==> src/rtl/tlb_pkg.sv <==
package tlb_pkg;
  typedef enum logic [1:0] {
    ACC_LOAD  = 2'd0,
    ACC_STORE = 2'd1,
    ACC_FETCH = 2'd2,
    ACC_RSVD  = 2'd3
  } acc_e;

  typedef struct packed {
    logic ex;
    logic wr;
    logic rd;
  } perm_t;
endpackage

==> src/rtl/tlb_perm_check.sv <==
module tlb_perm_check
  import tlb_pkg::*;
(
  input  logic [1:0] acc_i,
  input  perm_t      perm_i,
  output logic       allow_o
);
  always_comb begin
    unique case (acc_e'(acc_i))
      ACC_LOAD:  allow_o = perm_i.rd;
      ACC_STORE: allow_o = perm_i.wr;
      ACC_FETCH: allow_o = perm_i.ex;
      default:   allow_o = 1'b0;
    endcase
  end
endmodule

==> src/rtl/tlb_entry_array.sv <==
module tlb_entry_array
  import tlb_pkg::*;
#(
  parameter int N     = 16,
  parameter int VPN_W = 20,
  parameter int PPN_W = 20,
  localparam int IDX_W = (N > 1) ? $clog2(N) : 1
) (
  input  logic             clk_i,
  input  logic             rst_ni,
  input  logic             flush_i,
  input  logic             wr_en_i,
  input  logic [IDX_W-1:0] wr_idx_i,
  input  logic [VPN_W-1:0] wr_vpn_i,
  input  logic [PPN_W-1:0] wr_ppn_i,
  input  perm_t            wr_perm_i,
  input  logic [VPN_W-1:0] lkp_vpn_i,
  output logic [N-1:0]     valid_o,
  output logic [N-1:0]     lkp_match_o,
  output logic [N-1:0]     fill_match_o,
  output logic [PPN_W-1:0] hit_ppn_o,
  output perm_t            hit_perm_o
);
  logic [PPN_W-1:0] ppn_arr  [N];
  perm_t            perm_arr [N];

  for (genvar g = 0; g < N; g++) begin : g_ent
    logic             vld_q;
    logic [VPN_W-1:0] tag_q;
    logic [PPN_W-1:0] ppn_q;
    perm_t            perm_q;
    logic             sel;

    assign sel = wr_en_i && (wr_idx_i == IDX_W'(g));

    always_ff @(posedge clk_i or negedge rst_ni) begin
      if (!rst_ni)      vld_q <= 1'b0;
      else if (flush_i) vld_q <= 1'b0;
      else if (sel)     vld_q <= 1'b1;
    end

    always_ff @(posedge clk_i or negedge rst_ni) begin
      if (!rst_ni) begin
        tag_q  <= '0;
        ppn_q  <= '0;
        perm_q <= '0;
      end else if (sel && !flush_i) begin
        tag_q  <= wr_vpn_i;
        ppn_q  <= wr_ppn_i;
        perm_q <= wr_perm_i;
      end
    end

    assign valid_o[g]      = vld_q;
    assign lkp_match_o[g]  = vld_q && (tag_q == lkp_vpn_i);
    assign fill_match_o[g] = vld_q && (tag_q == wr_vpn_i);
    assign ppn_arr[g]      = ppn_q;
    assign perm_arr[g]     = perm_q;
  end

  // AND-OR read mux; match vector is one-hot or empty
  always_comb begin
    hit_ppn_o  = '0;
    hit_perm_o = '0;
    for (int i = 0; i < N; i++) begin
      hit_ppn_o  = hit_ppn_o  | ({PPN_W{lkp_match_o[i]}} & ppn_arr[i]);
      hit_perm_o = hit_perm_o | ({3{lkp_match_o[i]}} & perm_arr[i]);
    end
  end

  p_no_dup_r6: assert property (@(posedge clk_i) disable iff (!rst_ni)
    $onehot0(lkp_match_o));

  p_flush_clears_r9: assert property (@(posedge clk_i) disable iff (!rst_ni)
    flush_i |=> (valid_o == '0));

  p_fill_lands_r5: assert property (@(posedge clk_i) disable iff (!rst_ni)
    (wr_en_i && !flush_i) |=> valid_o[$past(wr_idx_i)]);
endmodule

==> src/rtl/tlb_victim_sel.sv <==
module tlb_victim_sel #(
  parameter int N = 16,
  localparam int IDX_W = (N > 1) ? $clog2(N) : 1
) (
  input  logic             clk_i,
  input  logic             rst_ni,
  input  logic             fill_en_i,
  input  logic [N-1:0]     valid_i,
  input  logic [N-1:0]     fill_match_i,
  output logic [IDX_W-1:0] wr_idx_o,
  output logic             evict_o
);
  logic [IDX_W-1:0] rr_q;
  logic [IDX_W-1:0] match_idx, free_idx;
  logic             any_match, any_free;

  always_comb begin
    match_idx = '0;
    free_idx  = '0;
    for (int i = N - 1; i >= 0; i--) begin
      if (fill_match_i[i]) match_idx = IDX_W'(i);
      if (!valid_i[i])     free_idx  = IDX_W'(i);
    end
  end

  assign any_match = |fill_match_i;
  assign any_free  = ~&valid_i;
  assign evict_o   = fill_en_i && !any_match && !any_free;

  always_comb begin
    if (any_match)     wr_idx_o = match_idx;
    else if (any_free) wr_idx_o = free_idx;
    else               wr_idx_o = rr_q;
  end

  always_ff @(posedge clk_i or negedge rst_ni) begin
    if (!rst_ni)      rr_q <= '0;
    else if (evict_o) rr_q <= (rr_q == IDX_W'(N - 1)) ? '0 : rr_q + 1'b1;
  end

  p_free_slot_r7: assert property (@(posedge clk_i) disable iff (!rst_ni)
    (fill_en_i && !any_match && any_free) |-> !valid_i[wr_idx_o]);

  p_dup_target_r6: assert property (@(posedge clk_i) disable iff (!rst_ni)
    (fill_en_i && any_match) |-> fill_match_i[wr_idx_o]);

  p_rr_hold_r8: assert property (@(posedge clk_i) disable iff (!rst_ni)
    !evict_o |=> (rr_q == $past(rr_q)));
endmodule

==> src/rtl/tlb_fa.sv <==
module tlb_fa
  import tlb_pkg::*;
#(
  parameter int NUM_ENTRIES = 16,
  parameter int VA_W        = 32,
  parameter int PAGE_W      = 12,
  parameter int PPN_W       = 20,
  localparam int VPN_W = VA_W - PAGE_W,
  localparam int PA_W  = PPN_W + PAGE_W,
  localparam int IDX_W = (NUM_ENTRIES > 1) ? $clog2(NUM_ENTRIES) : 1
) (
  input  logic             clk_i,
  input  logic             rst_ni,
  input  logic             flush_i,
  input  logic             lkp_valid_i,
  input  logic [VA_W-1:0]  lkp_vaddr_i,
  input  logic [1:0]       lkp_acc_i,
  output logic             lkp_hit_o,
  output logic             lkp_miss_o,
  output logic             lkp_fault_o,
  output logic [PA_W-1:0]  lkp_paddr_o,
  input  logic             fill_valid_i,
  input  logic [VPN_W-1:0] fill_vpn_i,
  input  logic [PPN_W-1:0] fill_ppn_i,
  input  logic             fill_rd_i,
  input  logic             fill_wr_i,
  input  logic             fill_ex_i
);
  logic [NUM_ENTRIES-1:0] valid, lkp_match, fill_match;
  logic [PPN_W-1:0]       hit_ppn;
  perm_t                  hit_perm, fill_perm;
  logic [IDX_W-1:0]       wr_idx;
  logic                   fill_en, evict, allow, any_hit;

  assign fill_en   = fill_valid_i && !flush_i;
  assign fill_perm = '{ex: fill_ex_i, wr: fill_wr_i, rd: fill_rd_i};

  tlb_entry_array #(
    .N(NUM_ENTRIES), .VPN_W(VPN_W), .PPN_W(PPN_W)
  ) u_array (
    .clk_i        (clk_i),
    .rst_ni       (rst_ni),
    .flush_i      (flush_i),
    .wr_en_i      (fill_en),
    .wr_idx_i     (wr_idx),
    .wr_vpn_i     (fill_vpn_i),
    .wr_ppn_i     (fill_ppn_i),
    .wr_perm_i    (fill_perm),
    .lkp_vpn_i    (lkp_vaddr_i[VA_W-1:PAGE_W]),
    .valid_o      (valid),
    .lkp_match_o  (lkp_match),
    .fill_match_o (fill_match),
    .hit_ppn_o    (hit_ppn),
    .hit_perm_o   (hit_perm)
  );

  tlb_victim_sel #(.N(NUM_ENTRIES)) u_victim (
    .clk_i        (clk_i),
    .rst_ni       (rst_ni),
    .fill_en_i    (fill_en),
    .valid_i      (valid),
    .fill_match_i (fill_match),
    .wr_idx_o     (wr_idx),
    .evict_o      (evict)
  );

  tlb_perm_check u_perm (
    .acc_i   (lkp_acc_i),
    .perm_i  (hit_perm),
    .allow_o (allow)
  );

  assign any_hit     = |lkp_match;
  assign lkp_hit_o   = lkp_valid_i && any_hit;
  assign lkp_miss_o  = lkp_valid_i && !any_hit;
  assign lkp_fault_o = lkp_hit_o && !allow;
  assign lkp_paddr_o = lkp_hit_o ? {hit_ppn, lkp_vaddr_i[PAGE_W-1:0]} : '0;

  p_hit_miss_excl_r3: assert property (@(posedge clk_i) disable iff (!rst_ni)
    !(lkp_hit_o && lkp_miss_o));

  p_fault_on_hit_r4: assert property (@(posedge clk_i) disable iff (!rst_ni)
    lkp_fault_o |-> lkp_hit_o);

  p_offset_pass_r1: assert property (@(posedge clk_i) disable iff (!rst_ni)
    lkp_hit_o |-> (lkp_paddr_o[PAGE_W-1:0] == lkp_vaddr_i[PAGE_W-1:0]));

  p_miss_after_flush_r9: assert property (@(posedge clk_i) disable iff (!rst_ni)
    flush_i |=> !lkp_hit_o);

  p_evict_full_r8: assert property (@(posedge clk_i) disable iff (!rst_ni)
    evict |-> (&valid));
endmodule

==> config.mk <==
export PLATFORM = sky130hd
export DESIGN_NAME = tlb_fa
export DESIGN_NICKNAME = d
export VERILOG_FILES = /design/src/rtl/tlb_pkg.sv /design/src/rtl/tlb_perm_check.sv /design/src/rtl/tlb_entry_array.sv /design/src/rtl/tlb_victim_sel.sv /design/src/rtl/tlb_fa.sv
export SDC_FILE = /design/constraint.sdc
export NUM_CORES = 1
export LEC_CHECK = 0
export ABC_CLOCK_PERIOD_IN_PS = 4950
export BUFFER_PORTS_ARGS = -buffer_cell sky130_fd_sc_hd__buf_2
export CORE_MARGIN = 2
export CORE_UTILIZATION = 50
export DETAILED_ROUTE_END_ITERATION = 6
export PLACE_DENSITY_LB_ADDON = 0.08
export SYNTH_ARGS = -nofsm -noshare
export SYNTH_HDL_FRONTEND = slang
export SYNTH_SLANG_ARGS = --single-unit
==> constraint.sdc <==
create_clock -name clk_i -period 4.95 [get_ports clk_i]
set_clock_uncertainty 0.05 [all_clocks]
set_input_delay 0.99 -clock clk_i [delete_from_list [all_inputs] [get_ports clk_i]]
set_output_delay 0.99 -clock clk_i [all_outputs]
set_load 0.005 [all_outputs]
==> results_dict.tcl, run 1 <==
set metrics [dict create \
    status "finished clean" \
    report.power.total_uw 14700 \
    critical_path_class "input pin to primary output" \
    netlist_area_mm2 0.0374 \
    hold_viol_final 0 \
    htreeDepth 3 \
    synth_edf_count 0 \
    min_period_ps 4890 \
    numCtsBuffers 82 \
    yosysMostFrequentCell "dfrtp_1" \
    core_mm2 0.0742 \
    power.density_mw_per_mm2 335 \
    fin_nets 3293 \
    ir_drop_mv 0.277 \
    seq_area_frac_synth_pct 47.4 \
    worstMarginPinSlew_ps 1050 \
    synthTopCellsByArea "dfrtp_1, mux2_2, xnor2_1" \
    grt_start_max_net_pins 107 \
    cts-root-buf "clkbuf_16" \
    row_count 100 \
    worstPathCellList "buf_2 -> buf_4 -> xor2_1 -> nor4_1 -> nand4_1 -> nor4_2 -> buf_4 -> buf_4 -> a222oi_1 -> nand3_1 -> a2111oi_2 -> nor3_1 -> a211oi_2 -> buf_2" \
    p_leak_uw 0.0202 \
    synth-main-ff-cell "dfrtp_1" \
    crit_path_end_kind "primary output" \
    hold_class "input pin to async pin" \
    synth_top_area_share_pct 47.4 \
    slowest_stage "a222oi_1" \
    synth_area_per_cell_um2 12.4 \
    ant_nets 0 \
    start_util_pct 50.4 \
    synth_warnings 0 \
    area_growth_pct 17.3 \
    cp-start-kind "input pin" \
    cts_tree "done" \
    firstDrtPassIters 5 \
    crit_path_max_incr_delay_ps 380 \
    io_pins 117 \
    dpl.cell_count 4093 \
    max_slew_margin_pct 30.1 \
    async_flop_share_pct 100 \
    clock_latency_ps 660 \
    utilization_pct 59.1 \
    crit_path_frequent_cell "buf_4" \
    hpwl_um 83500 \
    routedWlPerCell_um 29.7 \
    ys_ff_latch 708 \
    grt_pass1_vias 27961 \
    syn_nets 3102 \
    cts_sinks 708 \
    drive_above_1_share_pct 36.7 \
    die_y_um 278 \
    overflow 0 \
    maxCapViolations 0 \
    grt.total_usage_pct 32.8 \
    final-setup-viol-count 0 \
    yosysTopAreaCell "dfrtp_1" \
    crit_fanout 23 \
    netlist_instances 3019 \
    port_buffers 116 \
    drt-vias-per-instance 6.29 \
    wl_um 126000 \
    whs_ps 397 \
    period_share_pct 98.7 \
    stdcell_count 4243 \
    cts_buffer_depth 3 \
    arrival_ps 3850 \
    hold_buffers 0 \
    chipWidth_um 278 \
    maxSlewViolCount 0 \
    clkTransAtPathRegs_ps 60 \
    ys_types 66 \
    gp_congestion 0.996 \
    worstPathRequired_ps 3910 \
    antenna_found_initial 4 \
    die_area_mm2 0.0770 \
    remaining_drc_errors 0 \
    yosys-top-cells-count "dfrtp_1, mux2_2, xnor2_1" \
    max_freq_mhz 205 \
    vias 26688 \
    drt_first_iter_violations 2327 \
    grt_pass1_wl_um 187000 \
]
[layout make-up]
type	instances	area (µm²)
Fill cell	6055	30300
Multi-Input combinational cell	2051	18600
Sequential cell	708	17700
Timing Repair Buffer	354	3450
Clock buffer	118	2400
Tap cell	969	1210
Clock inverter	28	464
Inverter	13	52.6
Antenna cell	2	5.00
[state kept, by name (all words and copies together) (netlist names)]
register,flops
u_victim.rr_q,4
u_array.g_ent.ppn_q,320
u_array.g_ent.perm_q,48
u_array.g_ent.tag_q,320
u_array.g_ent.vld_q,16
[critical path: cells and delay by family]
kind            cells  cell delay [ps]
compound gates      3             1050
simple gates        5              570
buf+inv             5              950
xor+xnor            1              250
[report_power, final]
part | switching, µW | internal, µW
clock network | 2610 | 3770
registers | 316 | 6170
logic | 989 | 833
[worst paths after layout]
check	from	to	slack, ps	cells after the start
setup / recovery	lkp_vaddr_i[15]	lkp_fault_o	60	14
setup reg to reg	u_array.g_ent[15].tag_q[2]	u_array.g_ent[6].ppn_q[1]	670	14
hold reg to reg	u_array.g_ent[6].ppn_q[17]	u_array.g_ent[6].ppn_q[17]	440	1
hold / removal	rst_ni	u_array.g_ent[15].tag_q[15]	400	1
max in group asynchronous	rst_ni	u_array.g_ent[3].ppn_q[19]	3250	2
min in group clk_i	u_array.g_ent[6].ppn_q[17]	u_array.g_ent[6].ppn_q[17]	440	1
[placed cells by master (no fill, tap or decap), types with 48 or more instances in the layout]
master,netlist,routed
dfrtp_1,708,708
mux2_2,660,660
xnor2_1,345,345
xor2_1,294,294
buf_4,16,150
nand4_1,139,139
buf_2,95,113
nor4_1,111,91
a22o_1,86,86
a221oi_1,86,86
buf_12,0,84
clkbuf_16,0,82
nand3_1,48,48
[per-layer routing]
metal	vias up	global-route usage, %	part of all wire, %
met5	-	0	0.025
met4	6	16.4	5.4
met3	359	4.41	5.5
met2	1060	53.7	47
met1	13935	42.9	42
li1	11328	-	-
[what timing repair did]
item | CTS | global route
gates resized for setup | 9 | 9
endpoints found under the setup margin | 34 | 30
pin swaps | 0 | 4
buffers inserted | 0 | 2
[through the flow]
step	TNS [ps]	worst slack (ps)	cell area, µm²
finish	0	64.0	43900
global route	-42.2	-35.2	43900
CTS	0	26.6	43800
detailed placement	-6020	-343	40900
global placement	-5560	-311	40900
floorplan	0	174	37400
[cell families after synthesis]
group                    count (synthesis)  share of synthesized area [%]
multiplexers                           689                           20.7
XOR/XNOR                               639                           15.0
buffers and inverters                  260                           3.41
AO/OA/AOI/OAI                          250                           5.62
adder cells (fa/ha/maj)                  1                         0.0334
flip-flops                             708                           47.4
AND/OR/NAND/NOR                        472                           7.86
No activity file was read; power rests on OpenSTA's default activity.
==> run 2: changes to the inputs <==
==> constraint.sdc (replaced) <==
create_clock -name clk_i -period 4.95 [get_ports clk_i]
set_clock_uncertainty 0.05 [all_clocks]
set_input_delay 0.495 -clock clk_i [delete_from_list [all_inputs] [get_ports clk_i]]
set_output_delay 0.495 -clock clk_i [all_outputs]
set_load 0.005 [all_outputs]
==> run 2 against run 1 <==
Against the previous run:
- clock-buffer cell count grew 10
- clock power shrank 5.7%
- first-iteration DRC count shrank 17%
- hold slack lost 240 ps
- largest power group unchanged
- via count shrank 1.6%
- non-clock buffer count shrank 66
- global-route usage shrank 0.51 points
- utilization shrank 1.6 points
- design area shrank 2.7%
- sequential power is essentially flat
==> results_dict.tcl, run 2 (synthesized netlist as in run 1, its figures left out) <==
set metrics [dict create \
    cp-start-kind "flop" \
    grt_pass1_wl_um 184000 \
    wl_um 124000 \
    min_delay_path_depth 2 \
    hpwl_um 81900 \
    pre_cts_ws_ps 264 \
    rr_worst_depth 11 \
    firstDrtPassIters 7 \
    drt_first_iter_violations 1942 \
    die_y_um 278 \
    crit_path_end_kind "primary output" \
    final_common_cell "dfrtp_1" \
    clkTransAtPathRegs_ps 60 \
    start_util_pct 50.4 \
    dpl.cell_count 4028 \
    arrival_ps 4230 \
    cts_sinks 708 \
    maxCapViolations 0 \
    final-setup-viol-count 0 \
    antenna_found_initial 3 \
    io_pins 117 \
    cts_buffer_depth 3 \
    row_count 100 \
    top_regs "u_array.g_ent.ppn_q (320), u_array.g_ent.tag_q (320), u_array.g_ent.perm_q (48)" \
    crit_path_start "u_array.g_ent[5].tag_q[6]" \
    vias 26256 \
    grt_start_max_net_pins 131 \
    ant_nets 0 \
    max_slew_margin_pct 28.3 \
    tns_ps 0 \
    fin_ws_ps 175 \
    status "finished clean" \
    power.density_mw_per_mm2 334 \
    critical_path_class "flop to primary output" \
    final_cell_mix "dfrtp_1, mux2_2, xnor2_1" \
    drt-vias-per-instance 6.29 \
    die_area_mm2 0.0770 \
    crit_fanout 18 \
    remaining_drc_errors 0 \
    ir_drop_mv 0.305 \
    numCtsBuffers 80 \
    overflow 0 \
    fin_nets 3225 \
    diodes 0 \
    cts_setup_buffers 0 \
    rsz0062_at_grt "false" \
    period_share_pct 96.5 \
    drive_above_1_share_pct 34.6 \
    p_leak_uw 0.0196 \
    port_buffers 116 \
    grt_pass1_vias 27571 \
    core_mm2 0.0742 \
    cts_tree "done" \
    report.power.total_uw 14300 \
    worstMarginPinSlew_ps 1070 \
    stdcell_count 4174 \
    cts-root-buf "clkbuf_16" \
    clock_latency_ps 650 \
    hold_class "input pin to flop" \
    area_growth_pct 14.1 \
    max_freq_mhz 209 \
    chipWidth_um 278 \
    worstPathRequired_ps 4410 \
    grt.total_usage_pct 32.3 \
    htreeDepth 3 \
    hold_viol_final 0 \
    gp_congestion 0.938 \
    whs_ps 160 \
    r2r-start "u_array.g_ent[15].tag_q[2]" \
    min_period_ps 4770 \
    routedWlPerCell_um 29.8 \
    maxSlewViolCount 0 \
    min_from "fill_vpn_i[12]" \
]
==> run 2: metal layers <==
metal  track usage [%]  up-vias  share of wire, %
li1                  -    11211                 -
met1              41.9    13858                42
met2              54.2      896                48
met3              3.79      287               4.6
met4              14.6        4               4.7
met5                 0        -             0.014
==> run 2: cell type report <==
cell class | instances | area [µm²]
Clock inverter | 17 | 285
Timing Repair Buffer | 288 | 2520
Inverter | 13 | 48.8
Sequential cell | 708 | 17700
Tap cell | 969 | 1210
Fill cell | 6193 | 31500
Multi-Input combinational cell | 2051 | 18500
Clock buffer | 128 | 2360
==> run 2: timing repair <==
item / CTS / global route
hold buffers: 1 / 0
setup endpoints to repair: 0 / 0
resized for setup: 0 / 0
endpoints found under the hold margin: 84 / 0
==> run 2: worst max-delay path, cell delays in order, from the launching register on <==
cell      delay (ps)
dfrtp_1          420
xor2_1           160
nor4_1           430
nand4_1          200
nor4_2           940
nor4_1            90
and4_1           340
nand2b_1         220
buf_12           180
buf_4            170
a41oi_1          250
buf_2            170
==> run 2: final timing paths <==
check | end | slack (ps)
hold reg to reg | u_array.g_ent[10].perm_q[2] | 440
min in group asynchronous | u_array.g_ent[15].tag_q[14] | 440
setup / recovery | lkp_paddr_o[19] | 180
hold / removal | u_array.g_ent[15].tag_q[12] | 160
max in group asynchronous | u_array.g_ent[15].ppn_q[12] | 3170
setup reg to reg | u_array.g_ent[10].ppn_q[16] | 610
==> run 2: power by group <==
group,switching [µW],leakage [µW],internal [µW]
clock,2500,0.00129,3510
combinational,969,0.00865,782
sequential,322,0.00967,6170
==> run 2: stage by stage <==
step / utilization, % / area [µm²]
2_1_floorplan: - / 37400
3_3_place_gp: 53.9 / 40000
3_5_place_dp: 53.9 / 40000
4_1_cts: 57.5 / 42700
5_1_grt: 57.5 / 42700
6_report: 57.5 / 42700
==> run 3: changes to the inputs <==
- SETUP_SLACK_MARGIN: not set -> 0.3
==> run 3 against run 2 <==
Against the previous run:
- clock-buffer cell count unchanged
- utilization is 0.051 points higher
- sequential power is essentially flat
- combinational power about the same
- hold slack gained 2.1 ps
- critical path type is now input pin to primary output
- critical endpoint unchanged
- largest power group unchanged
==> results_dict.tcl, run 3 (synthesized netlist as in run 1, its figures left out) <==
set metrics [dict create \
    status "finished clean" \
    worstMarginPinSlew_ps 849 \
    ir_drop_mv 0.305 \
    hold_class "input pin to flop" \
    fin_area_mm2 0.0427 \
    utilization_pct 57.6 \
    final_cell_mix "dfrtp_1, mux2_2, xnor2_1" \
    clkTransAtPathRegs_ps 60 \
    grt_pass1_wl_um 184000 \
    final-setup-viol-count 0 \
    fillCellCount 6189 \
    drive_above_1_share_pct 34.6 \
    drt-vias-per-instance 6.29 \
    hold_viol_final 0 \
    area_growth_pct 14.2 \
    grt_pass1_vias 27578 \
    cts-root-buf "clkbuf_16" \
    antenna_found_initial 3 \
    gp_congestion 0.938 \
    firstDrtPassIters 5 \
    worstPathRequired_ps 4410 \
    cp-start-kind "input pin" \
    tns_ps 0 \
    hpwl_um 81900 \
    drt_first_iter_violations 1985 \
    row_count 100 \
    core_mm2 0.0742 \
    port_buffers 116 \
    fin_nets 3225 \
    start_util_pct 50.4 \
    numCtsBuffers 80 \
    wl_um 124000 \
    rsz0062_at_grt "false" \
    ant_nets 0 \
    cts_setup_buffers 0 \
    diodes 0 \
    grt.total_usage_pct 32.3 \
    grt_start_max_net_pins 131 \
    final_common_cell "dfrtp_1" \
    critical_path_class "input pin to primary output" \
    p_leak_uw 0.0196 \
    place_area_mm2 0.0400 \
    maxCapViolations 0 \
    crit_path_end_kind "primary output" \
    maxSlewViolCount 0 \
    crit_fanout 18 \
    chipWidth_um 278 \
    die_y_um 278 \
    max_freq_mhz 219 \
    min_period_ps 4560 \
    power.density_mw_per_mm2 334 \
    max_slew_margin_pct 43.4 \
    clock_latency_ps 650 \
    cts_sinks 708 \
    overflow 0 \
    cts_buffer_depth 3 \
    die_area_mm2 0.0770 \
    period_share_pct 92.1 \
    htreeDepth 3 \
    top_regs "u_array.g_ent.ppn_q (320), u_array.g_ent.tag_q (320), u_array.g_ent.perm_q (48)" \
    io_pins 117 \
    cts_tree "done" \
    arrival_ps 4010 \
    vias 26273 \
    remaining_drc_errors 0 \
    routedWlPerCell_um 29.8 \
]
-- run 3: changes by cell type in the layout (fill, tap and decap cells not counted), sizes merged --
cell	delta
buf	-2
clkbuf	+2
-- run 3: stage by stage --
stage	power, µW	hold slack, ps	instances	setup slack [ps]
2_1_floorplan	7630	149	3019	1100
3_3_place_gp	8290	415	4028	306
3_5_place_dp	8320	428	4028	264
4_1_cts	14300	139	4174	334
5_1_grt	14800	165	4174	301
6_report	14300	163	4174	391
-- run 3: per-layer routing --
metal	track usage, %	part of all wire, %
met3	3.83	5.1
met1	41.9	42
met2	54.2	49
met5	0	0.014
met4	14.7	4.7
-- run 3: cell type report --
class,count,area (µm²),share of cell area (%)
sequential,708,17700,41.5
multi-input combinational,2051,18600,43.5
clock inverter,17,285,0.668
timing repair buffer,288,2530,5.92
clock buffer,128,2360,5.53
tap,969,1210,2.84
inverter,13,48.8,0.114
-- run 3: timing repair --
item | in CTS | in global routing
setup endpoints to repair | 15 | 18
hold buffers | 1 | 0
gates resized for setup | 2 | 4
hold endpoints to repair | 84 | 0
-- run 3: final timing paths --
kind / cells past startpoint / slack [ps] / startpoint / end
setup / recovery: 14 / 390 / lkp_vaddr_i[18] / lkp_paddr_o[19]
hold / removal: 2 / 160 / fill_vpn_i[12] / u_array.g_ent[15].tag_q[12]
setup reg to reg: 11 / 590 / u_array.g_ent[15].tag_q[2] / u_array.g_ent[10].ppn_q[16]
hold reg to reg: 1 / 440 / u_array.g_ent[10].perm_q[2] / u_array.g_ent[10].perm_q[2]
max in group asynchronous: 3 / 3170 / rst_ni / u_array.g_ent[5].ppn_q[10]
min in group asynchronous: 2 / 430 / rst_ni / u_array.g_ent[15].tag_q[14]
-- run 3: worst max-delay path, cell delays in order --
cell	delay, ps
clkbuf_4	280
buf_4	280
xor2_1	170
nor4_1	380
nand4_1	200
nor4_2	510
buf_4	310
nor4_1	60
and4_1	300
nand2b_1	220
buf_12	180
buf_4	170
a41oi_1	250
buf_2	170
-- run 3: power breakdown --
part           internal (µW)  switching, µW
Clock                   3510           2500
Sequential              6170            321
Combinational            782            972
Total                  10500           3800
